`src/rtl/dma5_pkg.sv`:
```
package dma5_pkg;
  localparam int PTR_W  = 16;
  localparam int CNT_W  = 13;
  localparam int TRIG_W = 5;
  localparam int PRI_W  = 2;
  localparam int REC_BYTES = 8;

  typedef struct packed {
    logic [PTR_W-1:0]  src;
    logic [PTR_W-1:0]  dst;
    logic [CNT_W-1:0]  cnt;
    logic [TRIG_W-1:0] line;
    logic              blk;
    logic [PRI_W-1:0]  pri;
    logic [1:0]        sstep;
    logic [1:0]        dstep;
  } chan_cfg_t;

  typedef enum logic [2:0] {S_IDLE, S_FETCH, S_RD, S_CAP, S_WR} eng_state_t;

  function automatic logic [PTR_W-1:0] step_amount(input logic [1:0] code);
    return (code == 2'd3) ? '0 : PTR_W'(code);
  endfunction
endpackage

```
`src/rtl/dma5_arb.sv`:
```
module dma5_arb #(
  parameter int N   = 5,
  parameter int PW  = 2,
  localparam int IW = $clog2(N)
) (
  input  logic [N-1:0]    req,
  input  logic [N*PW-1:0] pri,
  output logic            gnt_vld,
  output logic [IW-1:0]   gnt_idx
);
  logic [PW-1:0] best;

  always_comb begin
    gnt_vld = 1'b0;
    gnt_idx = '0;
    best    = '0;
    for (int i = N - 1; i >= 0; i--) begin
      if (req[i] && (!gnt_vld || pri[i*PW +: PW] >= best)) begin
        gnt_vld = 1'b1;
        gnt_idx = IW'(i);
        best    = pri[i*PW +: PW];
      end
    end
  end
endmodule

```
`src/rtl/dma5_chan.sv`:
```
module dma5_chan
  import dma5_pkg::*;
#(
  parameter int NTRIG = 32
) (
  input  logic             clk,
  input  logic             rst,
  input  logic             arm_set,
  input  logic             man_trig,
  input  logic [NTRIG-1:0] hw_trig,
  input  logic             irq_clr,
  input  logic             load,
  input  chan_cfg_t        load_cfg,
  input  logic             step,
  output chan_cfg_t        cfg,
  output logic             armed,
  output logic             need,
  output logic             pend,
  output logic             irq
);
  logic hit, last, drop;

  assign hit  = armed && (man_trig || hw_trig[cfg.line]);
  assign last = step && (cfg.cnt == CNT_W'(1));
  assign drop = step && (last || !cfg.blk);

  always_ff @(posedge clk) begin
    if (rst) begin
      cfg   <= '0;
      armed <= 1'b0;
      need  <= 1'b0;
      pend  <= 1'b0;
      irq   <= 1'b0;
    end else begin
      if (arm_set && !armed && !need) need <= 1'b1;
      if (load) begin
        need  <= 1'b0;
        cfg   <= load_cfg;
        armed <= (load_cfg.cnt != '0);
      end
      if (step) begin
        cfg.src <= cfg.src + step_amount(cfg.sstep);
        cfg.dst <= cfg.dst + step_amount(cfg.dstep);
        cfg.cnt <= cfg.cnt - CNT_W'(1);
        if (last) armed <= 1'b0;
      end
      pend <= (hit && !last) || (pend && !drop);
      if (last || (load && load_cfg.cnt == '0)) irq <= 1'b1;
      else if (irq_clr)                        irq <= 1'b0;
    end
  end
endmodule

```
`src/rtl/dma5_engine.sv`:
```
module dma5_engine
  import dma5_pkg::*;
#(
  parameter int N = 5,
  localparam int NTRIG = 1 << TRIG_W,
  localparam int IW    = $clog2(N)
) (
  input  logic               clk,
  input  logic               rst,
  input  logic [N*PTR_W-1:0] desc_base,
  input  logic [N-1:0]       arm_set,
  input  logic [N-1:0]       man_trig,
  input  logic [NTRIG-1:0]   hw_trig,
  input  logic [N-1:0]       irq_clr,
  output logic [PTR_W-1:0]   mem_addr,
  output logic               mem_rd,
  output logic               mem_wr,
  output logic [7:0]         mem_wdata,
  input  logic [7:0]         mem_rdata,
  output logic [N-1:0]       armed,
  output logic [N-1:0]       irq_flag
);
  eng_state_t st;
  chan_cfg_t  cfg [N];
  logic [PTR_W-1:0] base [N];
  logic [N-1:0] need, pend, ld_i, st_i;
  logic [N*PRI_W-1:0] pri_flat;
  logic f_vld, g_vld;
  logic [IW-1:0] f_idx, g_idx, cur;
  logic rd_q, load;
  logic [3:0] iss;
  logic [2:0] rcv;
  logic [8*REC_BYTES-1:0] dbuf, dbuf_nxt;
  chan_cfg_t rec;

  assign dbuf_nxt  = {dbuf[8*REC_BYTES-9:0], mem_rdata};
  assign rec.src   = dbuf_nxt[63:48];
  assign rec.dst   = dbuf_nxt[47:32];
  assign rec.cnt   = {dbuf_nxt[28:24], dbuf_nxt[23:16]};
  assign rec.line  = dbuf_nxt[12:8];
  assign rec.blk   = dbuf_nxt[15];
  assign rec.pri   = dbuf_nxt[7:6];
  assign rec.sstep = dbuf_nxt[3:2];
  assign rec.dstep = dbuf_nxt[1:0];
  assign load      = (st == S_FETCH) && rd_q && (rcv == 3'd7);

  for (genvar i = 0; i < N; i++) begin : g_ch
    assign base[i] = desc_base[i*PTR_W +: PTR_W];
    assign pri_flat[i*PRI_W +: PRI_W] = cfg[i].pri;
    assign ld_i[i] = load && (cur == IW'(i));
    assign st_i[i] = (st == S_WR) && (cur == IW'(i));
    dma5_chan #(.NTRIG(NTRIG)) u_chan (
      .clk(clk), .rst(rst), .arm_set(arm_set[i]), .man_trig(man_trig[i]),
      .hw_trig(hw_trig), .irq_clr(irq_clr[i]), .load(ld_i[i]), .load_cfg(rec),
      .step(st_i[i]), .cfg(cfg[i]), .armed(armed[i]), .need(need[i]),
      .pend(pend[i]), .irq(irq_flag[i])
    );
  end

  dma5_arb #(.N(N), .PW(PRI_W)) u_fetch_arb (
    .req(need), .pri('0), .gnt_vld(f_vld), .gnt_idx(f_idx)
  );
  dma5_arb #(.N(N), .PW(PRI_W)) u_xfer_arb (
    .req(pend), .pri(pri_flat), .gnt_vld(g_vld), .gnt_idx(g_idx)
  );

  always_ff @(posedge clk) begin
    if (rst) begin
      st <= S_IDLE;  mem_addr <= '0;  mem_rd <= 1'b0;  mem_wr <= 1'b0;
      mem_wdata <= '0;  rd_q <= 1'b0;  iss <= '0;  rcv <= '0;
      dbuf <= '0;  cur <= '0;
    end else begin
      rd_q <= mem_rd;
      unique case (st)
        S_IDLE: begin
          if (f_vld) begin
            cur <= f_idx;  mem_addr <= base[f_idx];  mem_rd <= 1'b1;
            iss <= 4'd1;  rcv <= '0;  st <= S_FETCH;
          end else if (g_vld) begin
            cur <= g_idx;  mem_addr <= cfg[g_idx].src;  mem_rd <= 1'b1;
            st <= S_RD;
          end
        end
        S_FETCH: begin
          if (iss < 4'(REC_BYTES)) begin
            mem_addr <= base[cur] + PTR_W'(iss);
            iss <= iss + 4'd1;
          end else begin
            mem_rd <= 1'b0;
          end
          if (rd_q) begin
            dbuf <= dbuf_nxt;
            rcv  <= rcv + 3'd1;
            if (rcv == 3'd7) st <= S_IDLE;
          end
        end
        S_RD: begin
          mem_rd <= 1'b0;
          st <= S_CAP;
        end
        S_CAP: begin
          mem_wr <= 1'b1;  mem_addr <= cfg[cur].dst;  mem_wdata <= mem_rdata;
          st <= S_WR;
        end
        S_WR: begin
          mem_wr <= 1'b0;
          st <= S_IDLE;
        end
        default: st <= S_IDLE;
      endcase
    end
  end
endmodule

```
`config.mk`:
```
export PLATFORM = sky130hd
export DESIGN_NAME = dma5_engine
export DESIGN_NICKNAME = d
export VERILOG_FILES = /design/src/rtl/dma5_pkg.sv /design/src/rtl/dma5_arb.sv /design/src/rtl/dma5_chan.sv /design/src/rtl/dma5_engine.sv
export SDC_FILE = /design/constraint.sdc
export NUM_CORES = 1
export LEC_CHECK = 0
export CORE_ASPECT_RATIO = 1.1
export CORE_MARGIN = 3
export CORE_UTILIZATION = 55
export DETAILED_ROUTE_END_ITERATION = 7
export GPL_ROUTABILITY_DRIVEN = 1
export PLACE_DENSITY_LB_ADDON = 0.15
export SLEW_MARGIN = 0
export SYNTH_ARGS = -nofsm -noshare
export SYNTH_HDL_FRONTEND = slang
export SYNTH_SLANG_ARGS = --single-unit
```
`constraint.sdc`:
```
create_clock -name clk -period 7.3 [get_ports clk]
set_input_delay 1.46 -clock clk [delete_from_list [all_inputs] [get_ports clk]]
set_output_delay 1.46 -clock clk [all_outputs]
set_load 0.02 [all_outputs]
```
======== Word level (Yosys, flattened, before mapping) ========
Index checks and enable logic that the tools add are counted.
storage, ports and cells
  bits in registers ....................... 401
  word-level logic and storage cells ...... 387
cells by class
  reductions and logical operators ........ 140
  muxes and demuxes ....................... 113
  bitwise gates (word level) .............. 3
  add/subtract/negate cells ............... 18
  equal/unequal tests ..................... 30
  order comparisons ....................... 13
operators by type and width
  operator               count
  $mux 57                7
  $bmux 57 s3            2
  $mux 45                5
  $add 16x16->16         10
  $mux 16                7
  $bmux 16 s3            2
  $mux 41                2
  $eq 13x1->1 const B    5
  $sub 13x1->13 const B  5
  $logic_and 1x1->1      56
  $mux 3                 18
  $pmux 16 s3            1
  $mux 1                 43
  $lt 5x6->1 const B     5
  $logic_not 1->1        29
  $mux 2                 14
  $reduce_bool 2->1      13
  $bmux 1 s5             5
  $logic_or 1x1->1       24
  $eq 2x2->1 const B     10
  $add 16x4->16          1
  $reduce_and 3->1       5
  $logic_not 13->1       1
  $reduce_bool 13->1     1
  22 further kinds       46

======== Depth between registers and ports, before layout ========
Gate-level depths: netlist (run 1).
  depth after elaboration ................. 24
  mapped depth ............................ 29

======== Modules after synthesis ========
A second synthesis (run 1) with hierarchy kept.
second synthesis, totals
  cells, all modules ...................... 2,968
  area, all modules ....................... 25,014.0 um^2
by module, submodules not included
  module                          instances  seq. area each (um^2)  area each (um^2)  cells an instance
  dma5_chan (g_ch[0].u_chan ...)  4          1,221.2                3,544.6           422
  dma5_engine                     1          1,921.8                6,536.3           746
  dma5_chan (g_ch[4].u_chan)      1          1,221.2                3,528.4           426
  dma5_arb                        2          0.0                    385.4             54

======== Worst setup path before layout (run 1) ========
Ideal clock, no wire load.
  path type ............................... flip-flop to flip-flop
  start ................................... register g_ch[4].u_chan.pend
  end ..................................... register mem_addr[6]
  setup time .............................. 0.080 ns
  arrival ................................. 5.517 ns
  setup slack ............................. 1.703 ns
  required time ........................... 7.220 ns
  path buffers ............................ 3
  cell stages (with the launch flop) ...... 28
  cells stage by stage .................... dfxtp_1 buf_2 and2_1 ha_1 nor2b_1 o2bb2ai_2 mux2_2 ha_1 nand2b_1 a211o_1 and2_1 a21oi_1 ha_1 nand2b_1 a211oi_2 nand2b_1 buf_2 nand2_1 o21ai_0 ha_1 inv_1 a21boi_0 o31a_1 or3_1 buf_6 a211o_1 a211o_1 a211oi_2
between the ends
  cells in the longest elaborated chain, start to end .. 24
  elaborated cells between the ends (all ways) .. 39
  classes of those cells .................. 4 x order compare; 1 x eq/ne; 20 x mux; 1 x bitwise; 13 x reduce/logical
RTL lines
  item                                                  line               RTL
  start: declaration                                    dma5_chan.sv:18    output logic pend,
  start signal: assignment                              dma5_chan.sv:47    pend <= (hit && !last) || (pend && !drop);
  $mux 2 / $mux 1 (equally long branches)               dma5_arb.sv:18     if (req[i] && (!gnt_vld || pri[i*PW +: PW] >= best)) begin
  $ge 2x2->1 / $logic_not 1->1 (equally long branches)  dma5_arb.sv:18
  $logic_or 1x1->1                                      dma5_arb.sv:18
  $logic_and 1x1->1                                     dma5_arb.sv:18
  $mux 2 / $mux 1 (equally long branches)               dma5_arb.sv:18
  $ge 2x2->1 / $logic_not 1->1 (equally long branches)  dma5_arb.sv:18
  $logic_or 1x1->1                                      dma5_arb.sv:18
  $logic_and 1x1->1                                     dma5_arb.sv:18
  [... 7 more ...]                                      n/a
  $logic_and 1x1->1                                     dma5_arb.sv:18
  $mux 3                                                dma5_arb.sv:18
  $not 3->4 (not written as such)                       dma5_engine.sv:80  cur <= g_idx; mem_addr <= cfg[g_idx].src; mem_rd <= 1'b1;
  $bmux 57 s3                                           dma5_engine.sv:80
  $mux 57 (not written as such) (2 in series)           dma5_engine.sv:80
  $mux 16                                               dma5_engine.sv:79  end else if (g_vld) begin
  $mux 16                                               dma5_engine.sv:76  if (f_vld) begin
  $pmux 16 s3                                           dma5_engine.sv:74  unique case (st)
  end signal: assignment                                dma5_engine.sv:86  mem_addr <= base[cur] + PTR_W'(iss);
  end: declaration                                      dma5_engine.sv:15  output logic [PTR_W-1:0] mem_addr,
Parallel ways exist; a longest one is shown, timed or not. The select of a mux whose other input is x is not followed.
A chain may end at the register's enable or synchronous reset.

======== Final worst setup path (run 1) ========
  start ................................... register g_ch[4].u_chan.pend
  end ..................................... register mem_addr[13]
The elaborated chain is that of the path after synthesis.

==> results of run 1 <==
-- cells in the final DEF, fill, tap and decap left out, drive strengths merged, types with 30 or more instances in the layout --
| cell type | instances |
|---|---|
| a22oi | 46 |
| nor4 | 36 |
| a221oi | 57 |
| buf | 44 |
| dfxtp | 401 |
| nor2 | 291 |
| o21ai | 147 |
| nand2 | 487 |
| nand4 | 31 |
| mux4 | 91 |
| nand2b | 31 |
| a31oi | 42 |
| ha | 45 |
| clkbuf | 61 |
| and3 | 32 |
| nand3 | 102 |
| a21oi | 408 |
| o211ai | 30 |
| nor3 | 88 |
| clkdlybuf4s50 | 171 |
| inv | 61 |
-- per-stage QoR --
| stage | hold WS [ns] | cell area [um^2] | total power, uW | worst slack, ns | instances |
|---|---|---|---|---|---|
| 2_1_floorplan | 0.432 | 23600 | 2610 | 1.70 | 2978 |
| 3_3_place_gp | 0.438 | 25400 | 2850 | 0.881 | 3528 |
| 3_5_place_dp | 0.444 | 25400 | 2860 | 0.770 | 3528 |
| 4_1_cts | 0.452 | 26900 | 5240 | 0.728 | 3605 |
| 5_1_grt | 0.467 | 26900 | 5370 | 0.195 | 3605 |
| 6_report | 0.452 | 26900 | 5250 | 0.594 | 3606 |
-- flip-flops by register name (all words and copies together) (netlist names) --
name and flops:
g_ch.u_chan.pend 5, g_ch.u_chan.need 5, dbuf 56, mem_wr 1, g_ch.u_chan.armed 5, g_ch.u_chan.cfg 285
st 3, rcv 3, mem_rd 1, mem_wdata 8, mem_addr 16, rd_q 1
g_ch.u_chan.irq 5, cur 3, iss 4
-- cell families after synthesis --
family                     Yosys count
and+or+nand+nor                   1215
AOI/OAI and AO/OA                  881
DFF                                401
buffers and inverters              284
muxes                              121
adders and majority gates           56
xor gates and xnor gates            20
-- cell type report --
cell class	instances	area, um^2
fill	3700	14800
multi-input combinational	2293	14400
sequential	401	8030
timing repair buffer	215	2060
clock buffer	61	1300
tap	560	701
clock inverter	16	245
inverter	59	221
antenna	1	2.50
-- metal layers --
layer / global-route usage, % / share of wire [%] / wire length [um]
met4: 23.4 / 6.9 / 6220
met1: 48.2 / 38 / 34100
met5: 0 / 0.019 / 17
met2: 61.5 / 45 / 41000
met3: 8.01 / 10 / 9520
-- worst register-to-register path, stage by stage (launching register included) --
cell       delay, ns
dfxtp_1         0.61
nand2_1         0.15
ha_1            0.29
nand2_1         0.06
o2bb2ai_2       0.25
mux2_2          0.40
ha_1            0.27
nand2b_1        0.14
a211o_1         0.34
and2_1          0.23
a21oi_1         0.21
ha_1            0.26
nand2b_1        0.17
a211oi_2        0.25
nand2b_1        0.33
nand2_1         0.08
o21ai_0         0.10
ha_1            0.27
inv_1           0.05
a21boi_0        0.15
o31ai_4         0.45
and4_1          0.83
a21oi_1         0.17
a211o_1         0.31
a311oi_1        0.24
-- power breakdown --
| group | internal (uW) | leakage [uW] | switching [uW] |
|---|---|---|---|
| sequential | 2210 | 0.00324 | 29.8 |
| combinational | 249 | 0.00482 | 330 |
| clock | 1450 | 0.000763 | 968 |
| total | 3920 | 0.00882 | 1330 |
-- worst min path at each step --
| stage | depth (start not counted) | endpoint |
|---|---|---|
| global route | 2 | g_ch[3].u_chan.cfg[6] |
| detailed placement | 2 | g_ch[3].u_chan.cfg[6] |
| CTS | 2 | g_ch[3].u_chan.cfg[6] |
| finish | 2 | g_ch[3].u_chan.cfg[6] |
| global placement | 2 | dbuf[30] |
| floorplan | 2 | g_ch[4].u_chan.cfg[4] |
==> results.toml, run 1 <==
[die]
rows = 78
die_w_um = 203
io_pins = 173
dieArea_um2 = 45400
core-area_um2 = 41800
start_util_pct = 56.4
fp.dieH_um = 223

[grt]
grt_max_degree = 183
grt_pass1_vias = 23000
antenna_found_initial = 2
grt_overflow = 0
track_usage_pct = 38.6
grt_pass1_wl_um = 137000

[timing]
fin_crit_ns = 6.71
post-route-period-util_pct = 91.9
rsz0062_at_grt = "no"
final_max_slew_viol_count = 0
setup-violations-final = 0
slew_headroom_pct = 17.6
tightest_slew_ns = 1.23
fin_setup_tns_ns = 0
clock.fmax_mhz = 149
clock_skew_ns = 0.0233
hold_viol = 0

[yosys]
synthTopCellsByArea = "dfxtp_1, mux4_2, a21oi_1, nand2_1, nor2_1"
synth-seq-area-share_pct = 34.1
yosysTopAreaCell = "dfxtp_1"
synthTopCellsByCount = "nand2_1, a21oi_1, dfxtp_1, nor2_1, clkbuf_1"
synth-async-reset-ratio_pct = 0
syn_area_per_cell_um2 = 7.91
synth_area_um2 = 23600
synth-warning-count = 0
synth_xor_area_share_pct = 0.743
synth_compound_area_share_pct = 22.9
synth-simple-area-share_pct = 23.7
netlist_instances = 2978
synth_adder_area_share_pct = 3.32
ys_seq_elements = 401
netlist-cell-type-count = 86
synth-edff-count = 0
synth.most_common_cell = "nand2_1"
synth_top_flop_cell = "dfxtp_1"
synth_top_area_share_pct = 34.1
synth_top_family_by_area = "simple AND/OR/NAND/NOR gates"
muxShareOfSynthArea_pct = 10.0
synthesis.nets = 3171

[route]
routedWlPerCell_um = 25.2
first_pass_iters = 7
first_iter_violations = 3046
ant_nets = 0
drc_errors = 0
viasPerCell = 6.82
vias = 24600
wl_um = 90800

[critical_path]
crit_arrival_ns = 7.20
worst-path-buf-inv = 1
r2r_end = "mem_addr[13]"
path_max_fanout = 21
cp_num_cells = 24
cp.required_ns = 7.79
r2r-start = "g_ch[4].u_chan.pend"
start_kind = "flip-flop"
critPathSlowestCell = "and4_1"
cp_cell_sequence = "nand2_1 -> ha_1 -> nand2_1 -> o2bb2ai_2 -> mux2_2 -> ha_1 -> nand2b_1 -> a211o_1 -> and2_1 -> a21oi_1 -> ha_1 -> nand2b_1 -> a211oi_2 -> nand2b_1 -> nand2_1 -> o21ai_0 -> ha_1 -> inv_1 -> a21boi_0 -> o31ai_4 -> and4_1 -> a21oi_1 -> a211o_1 -> a311oi_1"
crit_family = "compound AO/OA/AOI/OAI gates"
reg2reg_setup_slack_ns = 0.59
startpoint = "g_ch[4].u_chan.pend"
crit_end = "mem_addr[13]"
slowest_delay_ns = 0.83
cpMostUsedCell = "ha_1"
end_kind = "flip-flop"
worstSetupPathType = "flip-flop to flip-flop"
reg2reg_depth = 24

[pwr]
p_leak_uw = 0.00882
irDropWorstVdd_v = 0.000182
p_per_area_nw_per_um2 = 195

[worst_hold_path]
hold_start = "g_ch[3].u_chan.cfg[6]"
hold_class = "flip-flop to flip-flop"

[clock_network]
cts_hold_buf = 0
postCtsSetupRepairBufs = 0
clockBufferDepth = 3
clockRootBuffer = "clkbuf_16"
cts.sinks = 401
htreeDepth = 2
insertion_delay_ns = 0.59
path_clk_slew_ns = 0.06
cts_buffers = 45
tritoncts = "yes"
cts_resized = 0

[placed_design]
place_congestion = 1.07
placement.io_buffers = 172
hpwl_um = 63600

[final_layout]
fin_nets = 3208
area_growth_pct = 14.4
final_core_util_pct = 64.5
layout-drive-gt1-share_pct = 8.37

[run]
cap_viol_max_count = 0

[run_status]
status = "finished, final reports clean"
No activity file was read; power rests on OpenSTA's default activity.
==> run 2, diff against run 1 <==
CELL_PAD_IN_SITES_DETAIL_PLACEMENT = 0   (was not set)
CELL_PAD_IN_SITES_GLOBAL_PLACEMENT = 1   (was not set)
CORE_UTILIZATION = 45   (was 55)
==> results.toml, run 2 (synthesis results as in run 1) <==
[clock_network]
htreeDepth = 2
cts_resized = 0
postCtsSetupRepairBufs = 0
insertion_delay_ns = 0.59
tritoncts = "yes"
clockRootBuffer = "clkbuf_16"
cts_buffers = 45
cts.sinks = 401
cts_hold_buf = 0
path_clk_slew_ns = 0.06
clockBufferDepth = 3

[pwr]
p_per_area_nw_per_um2 = 193
p_int_uw = 3910
clock_power_share_pct = 46.3
power_frac_comb_pct = 10.8
p_sw_share_pct = 25.2
irDropWorstVdd_v = 0.000166
totalPowerFinal_uw = 5230
p_seq_share_pct = 42.9
power.switching_uw = 1320
p_leak_uw = 0.00886

[die]
start_util_pct = 45.8
fp.dieH_um = 246
dieArea_um2 = 55200
die_w_um = 224
rows = 87
io_pins = 173
core-area_um2 = 51500

[route]
viasPerCell = 6.52
routedWlPerCell_um = 25.5
drc_errors = 0
vias = 24300
first_iter_violations = 2645
first_pass_iters = 6
ant_nets = 0
wl_um = 94900

[critical_path]
worstSetupPathType = "flip-flop to flip-flop"
startpoint = "g_ch[4].u_chan.pend"
cp.required_ns = 7.80
crit_arrival_ns = 7.14
crit_end = "mem_addr[13]"
r2r_end = "mem_addr[13]"
start_kind = "flip-flop"
r2r-start = "g_ch[4].u_chan.pend"
reg2reg_setup_slack_ns = 0.66
end_kind = "flip-flop"
reg2reg_depth = 24
path_max_fanout = 21

[timing]
post-route-period-util_pct = 91.0
fin_ws_ns = 0.660
clock.fmax_mhz = 151
tightest_slew_ns = 1.08
fin_crit_ns = 6.64
rsz0062_at_grt = "no"
final_max_slew_viol_count = 0
fin_setup_tns_ns = 0
setup-violations-final = 0
slew_headroom_pct = 28.1
hold_viol = 0
clock_skew_ns = 0.0293

[grt]
grt_overflow = 0
grt_util_met3_pct = 6.24
grt_use_met2_pct = 53.4
antenna_found_initial = 1
top_usage_layer = "met2"
grt_pass1_wl_um = 141000
grt_pass1_vias = 22500
track_usage_pct = 33.1
grtUsageMet1_pct = 44.1
grt_max_degree = 139

[worst_hold_path]
hold_class = "flip-flop to flip-flop"

[final_layout]
final_area_um2 = 27200
area_growth_pct = 15.2
layout-drive-gt1-share_pct = 8.70
fin_nets = 3213
final_common_cell = "nand2_1"
final_cell_mix = "nand2_1, a21oi_1, dfxtp_1"
largest-register = "g_ch.u_chan.cfg"
final_core_util_pct = 52.7
largestRegisters = "g_ch.u_chan.cfg x285, dbuf x56, mem_addr x16"
largest_reg_flops = 285

[placed_design]
placed_area_um2 = 25600
place_congestion = 0.949
hpwl_um = 67300
placement.io_buffers = 172
dp_slack_ns = 0.772

[run]
cap_viol_max_count = 0

[run_status]
status = "finished, final reports clean"
[run 2: changes by cell type in the layout (fill, tap and decap cells not counted), sizes merged]
cell	change
buf	+5
bufinv	-2
inv	-1
clkbuf	+9
clkinv	-1
clkinvlp	+1
[run 2: layout make-up]
class | instances | area, um^2
Multi-Input combinational cell | 2293 | 14400
Antenna cell | 1 | 2.50
Clock inverter | 13 | 171
Fill cell | 4944 | 24300
Clock buffer | 70 | 1390
Sequential cell | 401 | 8030
Inverter | 59 | 221
Tap cell | 667 | 835
Timing Repair Buffer | 220 | 2100
[run 2: metal layers]
| layer | up-vias | routed length, um |
|---|---|---|
| met1 | 11800 | 38800 |
| met2 | 1220 | 42900 |
| met4 | 0 | 4000 |
| li1 | 11000 | - |
| met3 | 227 | 9150 |
| met5 | - | 0 |
[run 2: through the flow]
step | instances | hold slack (ns)
2_1_floorplan | 2978 | 0.432
3_3_place_gp | 3640 | 0.438
3_5_place_dp | 3640 | 0.444
4_1_cts | 3723 | 0.452
5_1_grt | 3723 | 0.462
6_report | 3724 | 0.453
[run 2: worst min-delay path by stage]
| stage | startpoint | to | cells past startpoint |
|---|---|---|---|
| finish | g_ch[1].u_chan.cfg[6] | g_ch[1].u_chan.cfg[6] | 2 |
| detailed placement | g_ch[1].u_chan.cfg[6] | g_ch[1].u_chan.cfg[6] | 2 |
| CTS | g_ch[1].u_chan.cfg[6] | g_ch[1].u_chan.cfg[6] | 2 |
| global route | g_ch[1].u_chan.cfg[6] | g_ch[1].u_chan.cfg[6] | 2 |
| global placement | g_ch[2].u_chan.cfg[6] | g_ch[2].u_chan.cfg[6] | 2 |
| floorplan | g_ch[4].u_chan.cfg[4] | g_ch[4].u_chan.cfg[4] | 2 |
[run 2: critical path: stages, from the launching register on]
cell and delay (ns):
dfxtp_1 0.56, nand2_1 0.14, ha_1 0.30, nand2_1 0.06, o2bb2ai_2 0.24, mux2_2 0.39, ha_1 0.27, nand2b_1 0.14
a211o_1 0.34, and2_1 0.23, a21oi_1 0.22, ha_1 0.26, nand2b_1 0.17, a211oi_2 0.25, nand2b_1 0.33, nand2_1 0.09
o21ai_0 0.09, ha_1 0.26, inv_1 0.05, a21boi_0 0.14, o31ai_4 0.49, and4_1 0.81, a21oi_1 0.17, a211o_1 0.33
a311oi_1 0.24
[run 2: power by group through the flow]
| stage | clock [uW] | sequential (uW) | combinational (uW) |
|---|---|---|---|
| 2_1_floorplan | 0 | 2290 | 313 |
| 4_1_cts | 2460 | 2240 | 562 |
| 5_1_grt | 2530 | 2250 | 603 |
| 3_3_place_gp | 0 | 2290 | 552 |
| 6_report | 2420 | 2250 | 566 |
| 3_5_place_dp | 0 | 2290 | 558 |
